### config.mk
export PLATFORM = sky130hd
export DESIGN_NAME = pflash_reader
export DESIGN_NICKNAME = d
export VERILOG_FILES = /design/src/rtl/pflash_pkg.sv /design/src/rtl/pflash_cycle_timer.sv /design/src/rtl/pflash_page_tag.sv /design/src/rtl/pflash_idle_watch.sv /design/src/rtl/pflash_reader.sv
export SDC_FILE = /design/constraint.sdc
export NUM_CORES = 1
export LEC_CHECK = 0
export BUFFER_PORTS_ARGS = -buffer_cell sky130_fd_sc_hd__buf_2
export CORE_UTILIZATION = 37
export DETAILED_ROUTE_END_ITERATION = 10
export PLACE_DENSITY_LB_ADDON = 0.12
export SLEW_MARGIN = 20
export SYNTH_ARGS = -nofsm -noshare
export SYNTH_HDL_FRONTEND = slang
export SYNTH_SLANG_ARGS = --single-unit
### constraint.sdc
create_clock -name clk -period 2.8 [get_ports clk]
set_clock_uncertainty 0.15 [all_clocks]
set_input_delay 0.56 -clock clk [delete_from_list [all_inputs] [get_ports clk]]
set_output_delay 0.56 -clock clk [all_outputs]
set_load 0.005 [all_outputs]
### src/rtl/pflash_pkg.sv
package pflash_pkg;

    typedef enum logic [1:0] {
        ST_IDLE     = 2'd0,
        ST_ACCESS   = 2'd1,
        ST_OPEN     = 2'd2,
        ST_DESELECT = 2'd3
    } pfr_state_e;

    function automatic int max3(input int a, input int b, input int c);
        int m;
        m = (a > b) ? a : b;
        return (m > c) ? m : c;
    endfunction

endpackage

### src/rtl/pflash_cycle_timer.sv
module pflash_cycle_timer #(
    parameter int CNT_W = 4
) (
    input  logic             clk,
    input  logic             rst_n,
    input  logic             load,
    input  logic [CNT_W-1:0] load_val,
    output logic [CNT_W-1:0] cnt,
    output logic             last
);

    always_ff @(posedge clk or negedge rst_n) begin
        if (!rst_n) begin
            cnt <= '0;
        end else if (load) begin
            cnt <= load_val;
        end else if (cnt != '0) begin
            cnt <= cnt - 1'b1;
        end
    end

    assign last = (cnt == CNT_W'(1));

    // A zero window would never end the wait.
    AST_TMR_LOAD_NONZERO: assert property (@(posedge clk) disable iff (!rst_n)
        load |-> (load_val != '0));

    AST_TMR_COUNTS_DOWN: assert property (@(posedge clk) disable iff (!rst_n)
        (!load && cnt > CNT_W'(1)) |=> (cnt == $past(cnt) - 1'b1));

endmodule

### src/rtl/pflash_page_tag.sv
module pflash_page_tag #(
    parameter int PAGE_W = 20
) (
    input  logic              clk,
    input  logic              rst_n,
    input  logic              clr,
    input  logic              set,
    input  logic [PAGE_W-1:0] set_page,
    input  logic              set_mode,
    input  logic [PAGE_W-1:0] cmp_page,
    input  logic              cmp_mode,
    output logic              valid,
    output logic              hit,
    output logic              mode_same
);

    logic [PAGE_W-1:0] page_q;
    logic              mode_q;

    always_ff @(posedge clk or negedge rst_n) begin
        if (!rst_n) begin
            valid  <= 1'b0;
            page_q <= '0;
            mode_q <= 1'b0;
        end else if (clr) begin
            valid  <= 1'b0;
        end else if (set) begin
            valid  <= 1'b1;
            page_q <= set_page;
            mode_q <= set_mode;
        end
    end

    assign hit       = valid && (page_q == cmp_page);
    assign mode_same = valid && (mode_q == cmp_mode);

    AST_TAG_NO_DOUBLE_CMD: assert property (@(posedge clk) disable iff (!rst_n)
        !(clr && set));

endmodule

### src/rtl/pflash_idle_watch.sv
module pflash_idle_watch #(
    parameter int IDLE_LIMIT = 16
) (
    input  logic clk,
    input  logic rst_n,
    input  logic run,
    output logic expired
);

    localparam int IW = $clog2(IDLE_LIMIT + 1);

    logic [IW-1:0] cnt;

    always_ff @(posedge clk or negedge rst_n) begin
        if (!rst_n) begin
            cnt <= '0;
        end else if (!run || expired) begin
            cnt <= '0;
        end else begin
            cnt <= cnt + 1'b1;
        end
    end

    assign expired = run && (cnt == IW'(IDLE_LIMIT - 1));

    AST_IDLE_BOUND: assert property (@(posedge clk) disable iff (!rst_n)
        cnt < IW'(IDLE_LIMIT));

endmodule

### src/rtl/pflash_reader.sv
module pflash_reader
    import pflash_pkg::*;
#(
    parameter int ADDR_W     = 24,
    parameter int BUS_W      = 16,
    parameter int T_ACC      = 11,
    parameter int T_PAGE     = 3,
    parameter int T_CEH      = 2,
    parameter int IDLE_LIMIT = 16
) (
    input  logic              clk,
    input  logic              rst_n,
    input  logic              req_valid,
    output logic              req_ready,
    input  logic [ADDR_W:0]   req_addr,
    input  logic              req_byte,
    output logic              rsp_valid,
    output logic [BUS_W-1:0]  rsp_data,
    output logic              fm_sel_n,
    output logic              fm_rd_n,
    output logic              fm_wr_n,
    output logic              fm_wide,
    output logic [ADDR_W-1:0] fm_addr,
    input  logic [BUS_W-1:0]  fm_dq_in,
    output logic              fm_lsb_out,
    output logic              fm_lsb_oe
);

    localparam int HALF_W = BUS_W / 2;
    localparam int PAGE_W = ADDR_W - 3;
    localparam int MAXT   = max3(T_ACC, T_PAGE, T_CEH);
    localparam int CNT_W  = $clog2(MAXT + 1);

    pfr_state_e state, nxt;

    logic              accept;
    logic [PAGE_W-1:0] req_page;
    logic [PAGE_W-1:0] cur_page;

    logic              tmr_load;
    logic [CNT_W-1:0]  tmr_val;
    logic [CNT_W-1:0]  tmr_cnt;
    logic              tmr_last;

    logic              tag_clr;
    logic              tag_set;
    logic [PAGE_W-1:0] set_page;
    logic              set_mode;
    logic              tag_valid;
    logic              tag_hit;
    logic              tag_mode_same;

    logic              idle_run;
    logic              idle_exp;

    logic              cap_req;
    logic              pend_set;
    logic              pend_clr;
    logic              pend_q;
    logic              rsp_fire;

    logic [ADDR_W-1:0] addr_q;
    logic              lsb_q;
    logic              byte_q;
    logic              rsp_valid_q;
    logic [BUS_W-1:0]  rsp_data_q;
    logic [BUS_W-1:0]  sampled;

    assign accept   = req_valid && req_ready;
    assign req_page = req_addr[ADDR_W:4];
    assign cur_page = addr_q[ADDR_W-1:3];
    assign idle_run = (state == ST_OPEN) && !accept;

    pflash_cycle_timer #(
        .CNT_W    (CNT_W)
    ) u_timer (
        .clk      (clk),
        .rst_n    (rst_n),
        .load     (tmr_load),
        .load_val (tmr_val),
        .cnt      (tmr_cnt),
        .last     (tmr_last)
    );

    pflash_page_tag #(
        .PAGE_W    (PAGE_W)
    ) u_tag (
        .clk       (clk),
        .rst_n     (rst_n),
        .clr       (tag_clr),
        .set       (tag_set),
        .set_page  (set_page),
        .set_mode  (set_mode),
        .cmp_page  (req_page),
        .cmp_mode  (req_byte),
        .valid     (tag_valid),
        .hit       (tag_hit),
        .mode_same (tag_mode_same)
    );

    pflash_idle_watch #(
        .IDLE_LIMIT (IDLE_LIMIT)
    ) u_idle (
        .clk        (clk),
        .rst_n      (rst_n),
        .run        (idle_run),
        .expired    (idle_exp)
    );

    // State register
    always_ff @(posedge clk or negedge rst_n) begin
        if (!rst_n) begin
            state <= ST_IDLE;
        end else begin
            state <= nxt;
        end
    end

    // Transition and control decode
    always_comb begin
        nxt      = state;
        tmr_load = 1'b0;
        tmr_val  = '0;
        tag_clr  = 1'b0;
        tag_set  = 1'b0;
        set_page = req_page;
        set_mode = req_byte;
        cap_req  = 1'b0;
        pend_set = 1'b0;
        pend_clr = 1'b0;
        rsp_fire = 1'b0;
        unique case (state)
            ST_IDLE: begin
                if (accept) begin
                    nxt      = ST_ACCESS;
                    tmr_load = 1'b1;
                    tmr_val  = CNT_W'(T_ACC);
                    cap_req  = 1'b1;
                    tag_set  = 1'b1;
                end
            end
            ST_OPEN: begin
                if (accept) begin
                    cap_req = 1'b1;
                    if (!tag_mode_same) begin
                        nxt      = ST_DESELECT;
                        tmr_load = 1'b1;
                        tmr_val  = CNT_W'(T_CEH);
                        tag_clr  = 1'b1;
                        pend_set = 1'b1;
                    end else if (tag_hit) begin
                        nxt      = ST_ACCESS;
                        tmr_load = 1'b1;
                        tmr_val  = CNT_W'(T_PAGE);
                        tag_set  = 1'b1;
                    end else begin
                        nxt      = ST_ACCESS;
                        tmr_load = 1'b1;
                        tmr_val  = CNT_W'(T_ACC);
                        tag_set  = 1'b1;
                    end
                end else if (idle_exp) begin
                    nxt      = ST_DESELECT;
                    tmr_load = 1'b1;
                    tmr_val  = CNT_W'(T_CEH);
                    tag_clr  = 1'b1;
                end
            end
            ST_ACCESS: begin
                if (tmr_last) begin
                    nxt      = ST_OPEN;
                    rsp_fire = 1'b1;
                end
            end
            ST_DESELECT: begin
                if (tmr_last) begin
                    pend_clr = 1'b1;
                    if (pend_q) begin
                        nxt      = ST_ACCESS;
                        tmr_load = 1'b1;
                        tmr_val  = CNT_W'(T_ACC);
                        tag_set  = 1'b1;
                        set_page = cur_page;
                        set_mode = byte_q;
                    end else begin
                        nxt = ST_IDLE;
                    end
                end
            end
            default: nxt = ST_IDLE;
        endcase
    end

    // Request capture and pending flag
    always_ff @(posedge clk or negedge rst_n) begin
        if (!rst_n) begin
            addr_q <= '0;
            lsb_q  <= 1'b0;
            byte_q <= 1'b0;
            pend_q <= 1'b0;
        end else begin
            if (cap_req) begin
                addr_q <= req_addr[ADDR_W:1];
                lsb_q  <= req_addr[0];
                byte_q <= req_byte;
            end
            if (pend_set) begin
                pend_q <= 1'b1;
            end else if (pend_clr) begin
                pend_q <= 1'b0;
            end
        end
    end

    // Data capture: the top half is masked in byte mode
    always_comb begin
        if (byte_q) begin
            sampled = {{(BUS_W-HALF_W){1'b0}}, fm_dq_in[HALF_W-1:0]};
        end else begin
            sampled = fm_dq_in;
        end
    end

    always_ff @(posedge clk or negedge rst_n) begin
        if (!rst_n) begin
            rsp_valid_q <= 1'b0;
            rsp_data_q  <= '0;
        end else begin
            rsp_valid_q <= rsp_fire;
            if (rsp_fire) begin
                rsp_data_q <= sampled;
            end
        end
    end

    // Output decode
    always_comb begin
        req_ready  = 1'b0;
        fm_sel_n   = 1'b1;
        fm_rd_n    = 1'b1;
        fm_wr_n    = 1'b1;
        unique case (state)
            ST_IDLE: begin
                req_ready = 1'b1;
            end
            ST_OPEN: begin
                req_ready = 1'b1;
                fm_sel_n  = 1'b0;
                fm_rd_n   = 1'b0;
            end
            ST_ACCESS: begin
                fm_sel_n  = 1'b0;
                fm_rd_n   = 1'b0;
            end
            ST_DESELECT: begin
                req_ready = 1'b0;
            end
            default: req_ready = 1'b0;
        endcase
        fm_wide    = !byte_q;
        fm_addr    = addr_q;
        fm_lsb_oe  = byte_q;
        fm_lsb_out = byte_q && lsb_q;
        rsp_valid  = rsp_valid_q;
        rsp_data   = rsp_data_q;
    end

    // Assertions
    AST_ADDR_HELD: assert property (@(posedge clk) disable iff (!rst_n)
        (state == ST_ACCESS && $past(state) == ST_ACCESS)
            |-> ($stable(fm_addr) && $stable(fm_lsb_out) && $stable(fm_wide)));

    AST_PAGE_SHORT: assert property (@(posedge clk) disable iff (!rst_n)
        (accept && state == ST_OPEN && tag_hit && tag_mode_same)
            |=> (tmr_cnt == CNT_W'(T_PAGE)));

    AST_MISS_KEEPS_SEL: assert property (@(posedge clk) disable iff (!rst_n)
        (accept && state == ST_OPEN && tag_mode_same && !tag_hit)
            |=> (!fm_sel_n && tmr_cnt == CNT_W'(T_ACC)));

    AST_SEL_CLOSES_PAGE: assert property (@(posedge clk) disable iff (!rst_n)
        fm_sel_n |-> !tag_valid);

    AST_MODE_SWITCH: assert property (@(posedge clk) disable iff (!rst_n)
        (accept && state == ST_OPEN && req_byte != byte_q) |=> fm_sel_n);

    AST_RSP_PULSE: assert property (@(posedge clk) disable iff (!rst_n)
        rsp_valid |=> !rsp_valid);

    AST_RSP_AFTER_ACCESS: assert property (@(posedge clk) disable iff (!rst_n)
        rsp_valid |-> (state == ST_OPEN && !fm_sel_n));

    generate
        if (T_CEH >= 2) begin : g_ceh_chk
            AST_CEH_MIN: assert property (@(posedge clk) disable iff (!rst_n)
                $rose(fm_sel_n) |=> fm_sel_n);
        end
    endgenerate

endmodule

==> impl_metrics.tcl <==
set metrics [dict create \
    status "finished clean" \
    total_power_mw 5.08 \
    p_leak_nw 2.24 \
    drt_iter0_drc 55 \
    grt_pass1_vias 2605 \
    place.gp.congestion 0.709 \
    fin_ws_ns 0.333 \
    vias 2502 \
    drcViolationCount 0 \
    die_h_um 104 \
    hp-class "in -> async" \
    rows 36 \
    cp-start-kind "flip-flop" \
    final_cell_mix "buf_2, dfrtp_1, mux2_2, nand2_1, xnor2_1" \
    critPathKind "reg -> reg" \
    met1Wirelength_um 3520 \
    syn_area_mm2 0.00386 \
    synth_cell_types 41 \
    slowest_delay_ns 0.41 \
    numCtsBuffers 9 \
    drtPass1Iterations 4 \
    syn2layout_area_growth_pct 21.4 \
    stdcell_count 532 \
    worstPathMaxFanout 22 \
    grtUsageTotal_pct 14.8 \
    worst_pin_slew_ns 0.777 \
    synth_warnings 0 \
    cap_violations 0 \
    dpl_worst_slack_ns 0.340 \
    fin_nets 449 \
    ctsHoldBuffers 0 \
    crit_chain "ha_1 -> and3_1 -> ha_1 -> o21ai_1 -> o21ai_1 -> a32oi_4 -> buf_12 -> mux2_2" \
    drive_gt1_share_pct 44.4 \
    required_ns 2.89 \
    top_layer "met4" \
    grt_setup_unrepaired "no" \
    grt_max_degree 44 \
    clk_latency_ns 0.35 \
    initial_core_util_pct 38.8 \
    worstSetupEndpointType "flip-flop" \
    power_density_mw_per_mm2 1080 \
    wl_met3_um 255 \
    ioPinCount 93 \
    viasPerCell 4.70 \
    fin_crit_sh_pct 88.1 \
    hold_viol_final 0 \
    numPortBuffers 91 \
    min_period_ns 2.47 \
    cts.sinks 78 \
    core_mm2 0.00995 \
    arrival_ns 2.55 \
    cts_resized 0 \
    diodes 0 \
    wl_met2_um 3570 \
    final_area_mm2 0.00469 \
    utilization_pct 47.1 \
    maxSlewHeadroom_pct 48.1 \
    slew_violations 0 \
    final_common_cell "buf_2" \
    drt-total-wl_um 7410 \
    overflow 0 \
    worstPathBufferInverterCount 1 \
    htreeDepth 3 \
    die_area_mm2 0.0109 \
    post-cts-setup-buffers 0 \
    antenna_found_initial 0 \
    finalSetupViolations 0 \
    cpMaxStageDelayCell "dfrtp_1" \
    syn-num-nets 355 \
    cts-root-to-sink-buffers 2 \
    dp_cells 516 \
    setup_tns_ns 0 \
    hpwl_um 5070 \
    synth.yosys.seq_area_share_pct 50.5 \
    cts_tree "yes" \
    die_x_um 104 \
    max_freq_mhz 405 \
    grt_pass1_wl_um 12800 \
    wire_per_inst_um 13.9 \
    avgSynthCellArea_um2 12.9 \
    drtAntennaViolNets 0 \
    yosys_register_bits 78 \
    clkTransAtPathRegs_ns 0.09 \
    finalHoldWorstSlack_ns 0.0555 \
    path_delay_family "compound AO/OA/AOI/OAI gates" \
    syn_inst 300 \
    placed_area_mm2 0.00446 \
    peakVddDrop_uv 432 \
    root_buffer "clkbuf_8" \
]
==> power by group <==
group / switching [mW] / internal, mW / leakage (nW) / total [mW]
registers: 0.367 / 1.67 / 0.935 / 2.04
logic: 0.865 / 1.22 / 1.19 / 2.08
clock network: 0.429 / 0.533 / 0.117 / 0.962
total: 1.66 / 3.42 / 2.24 / 5.08
==> kinds of logic after synthesis <==
family                     synth area share (%)
other                                    0.0971
adders and majority gates                  3.24
and+or+nand+nor                            6.90
DFF                                        50.5
xor gates and xnor gates                   6.12
buffers and inverters                      3.50
muxes                                      24.9
AOI/OAI and AO/OA                          4.67
==> cell type report <==
cell class	instances	area [um2]
flip-flops and latches	78	1950
clock inverters	6	91.3
multi-input cells	199	1780
clock buffers	10	138
fillers	943	5270
inverters	11	41.3
repair buffers	95	526
well taps	133	166
==> sequential cells by signal, indices dropped and copies added (netlist names), 2 cells and up <==
register and count:
rsp_data 16, fm_addr 24, state 2, u_timer.cnt 4, u_tag.page_q 21, u_idle.cnt 5
==> final timing paths <==
check	slack (ns)	depth (start not counted)	end	from
max reg2reg	0.33	8	u_tag.page_q[1]	u_idle.cnt[0]
min	0.06	1	u_idle.cnt[2]	rst_n
max in group asynchronous	1.83	2	u_tag.mode_q	rst_n
max	0.33	8	u_tag.page_q[1]	u_idle.cnt[0]
min reg2reg	0.33	1	u_idle.cnt[0]	u_idle.cnt[0]
min in group clk	0.29	2	rsp_data[3]	fm_dq_in[3]
==> synthesized netlist by cell type <==
library cell  count  area share [%]
mux2i_1           1            0.26
xor2_1            3            0.68
nand4_1           3            0.49
nor2b_1           1            0.16
mux2_4           20             7.8
o21ai_1           2            0.26
a2bb2oi_1         1            0.23
buf_2             3            0.39
a31o_2            1            0.23
o221a_2           1            0.29
nor3b_1           1            0.19
a32oi_4           1            0.71
a211o_1           1            0.23
dfrtp_1          78              51
o2111ai_1         1            0.23
nor3b_2           1            0.32
inv_1            10            0.97
o221ai_1          1            0.23
a32o_1            1            0.26
mux2_2           40              12
and3_1            3            0.49
nor3_1            3            0.39
nand3_1           4            0.52
ha_1             10             3.2
o22ai_1           1            0.16
o21ai_0           8             1.0
nor4_1            1            0.16
or2_2             2            0.32
conb_1            1           0.097
xnor2_1          24             5.4
buf_6             5             1.5
mux2_1           18             5.2
and2_1            1            0.16
buf_4             2            0.39
o21a_1            1            0.19
nand2_1          27             2.6
o22a_1            1            0.23
clkbuf_1          2            0.19
clkinv_1          1           0.097
a21oi_1           3            0.39
nor2_1           11             1.1
==> routing by layer <==
metal  up-vias  global-route usage (%)
met5         -                       0
met4         0                    5.51
met3         7                    2.69
met2        59                    24.0
met1      1213                    19.8
li1       1223                       -
Power figures use the tool's default switching activity.
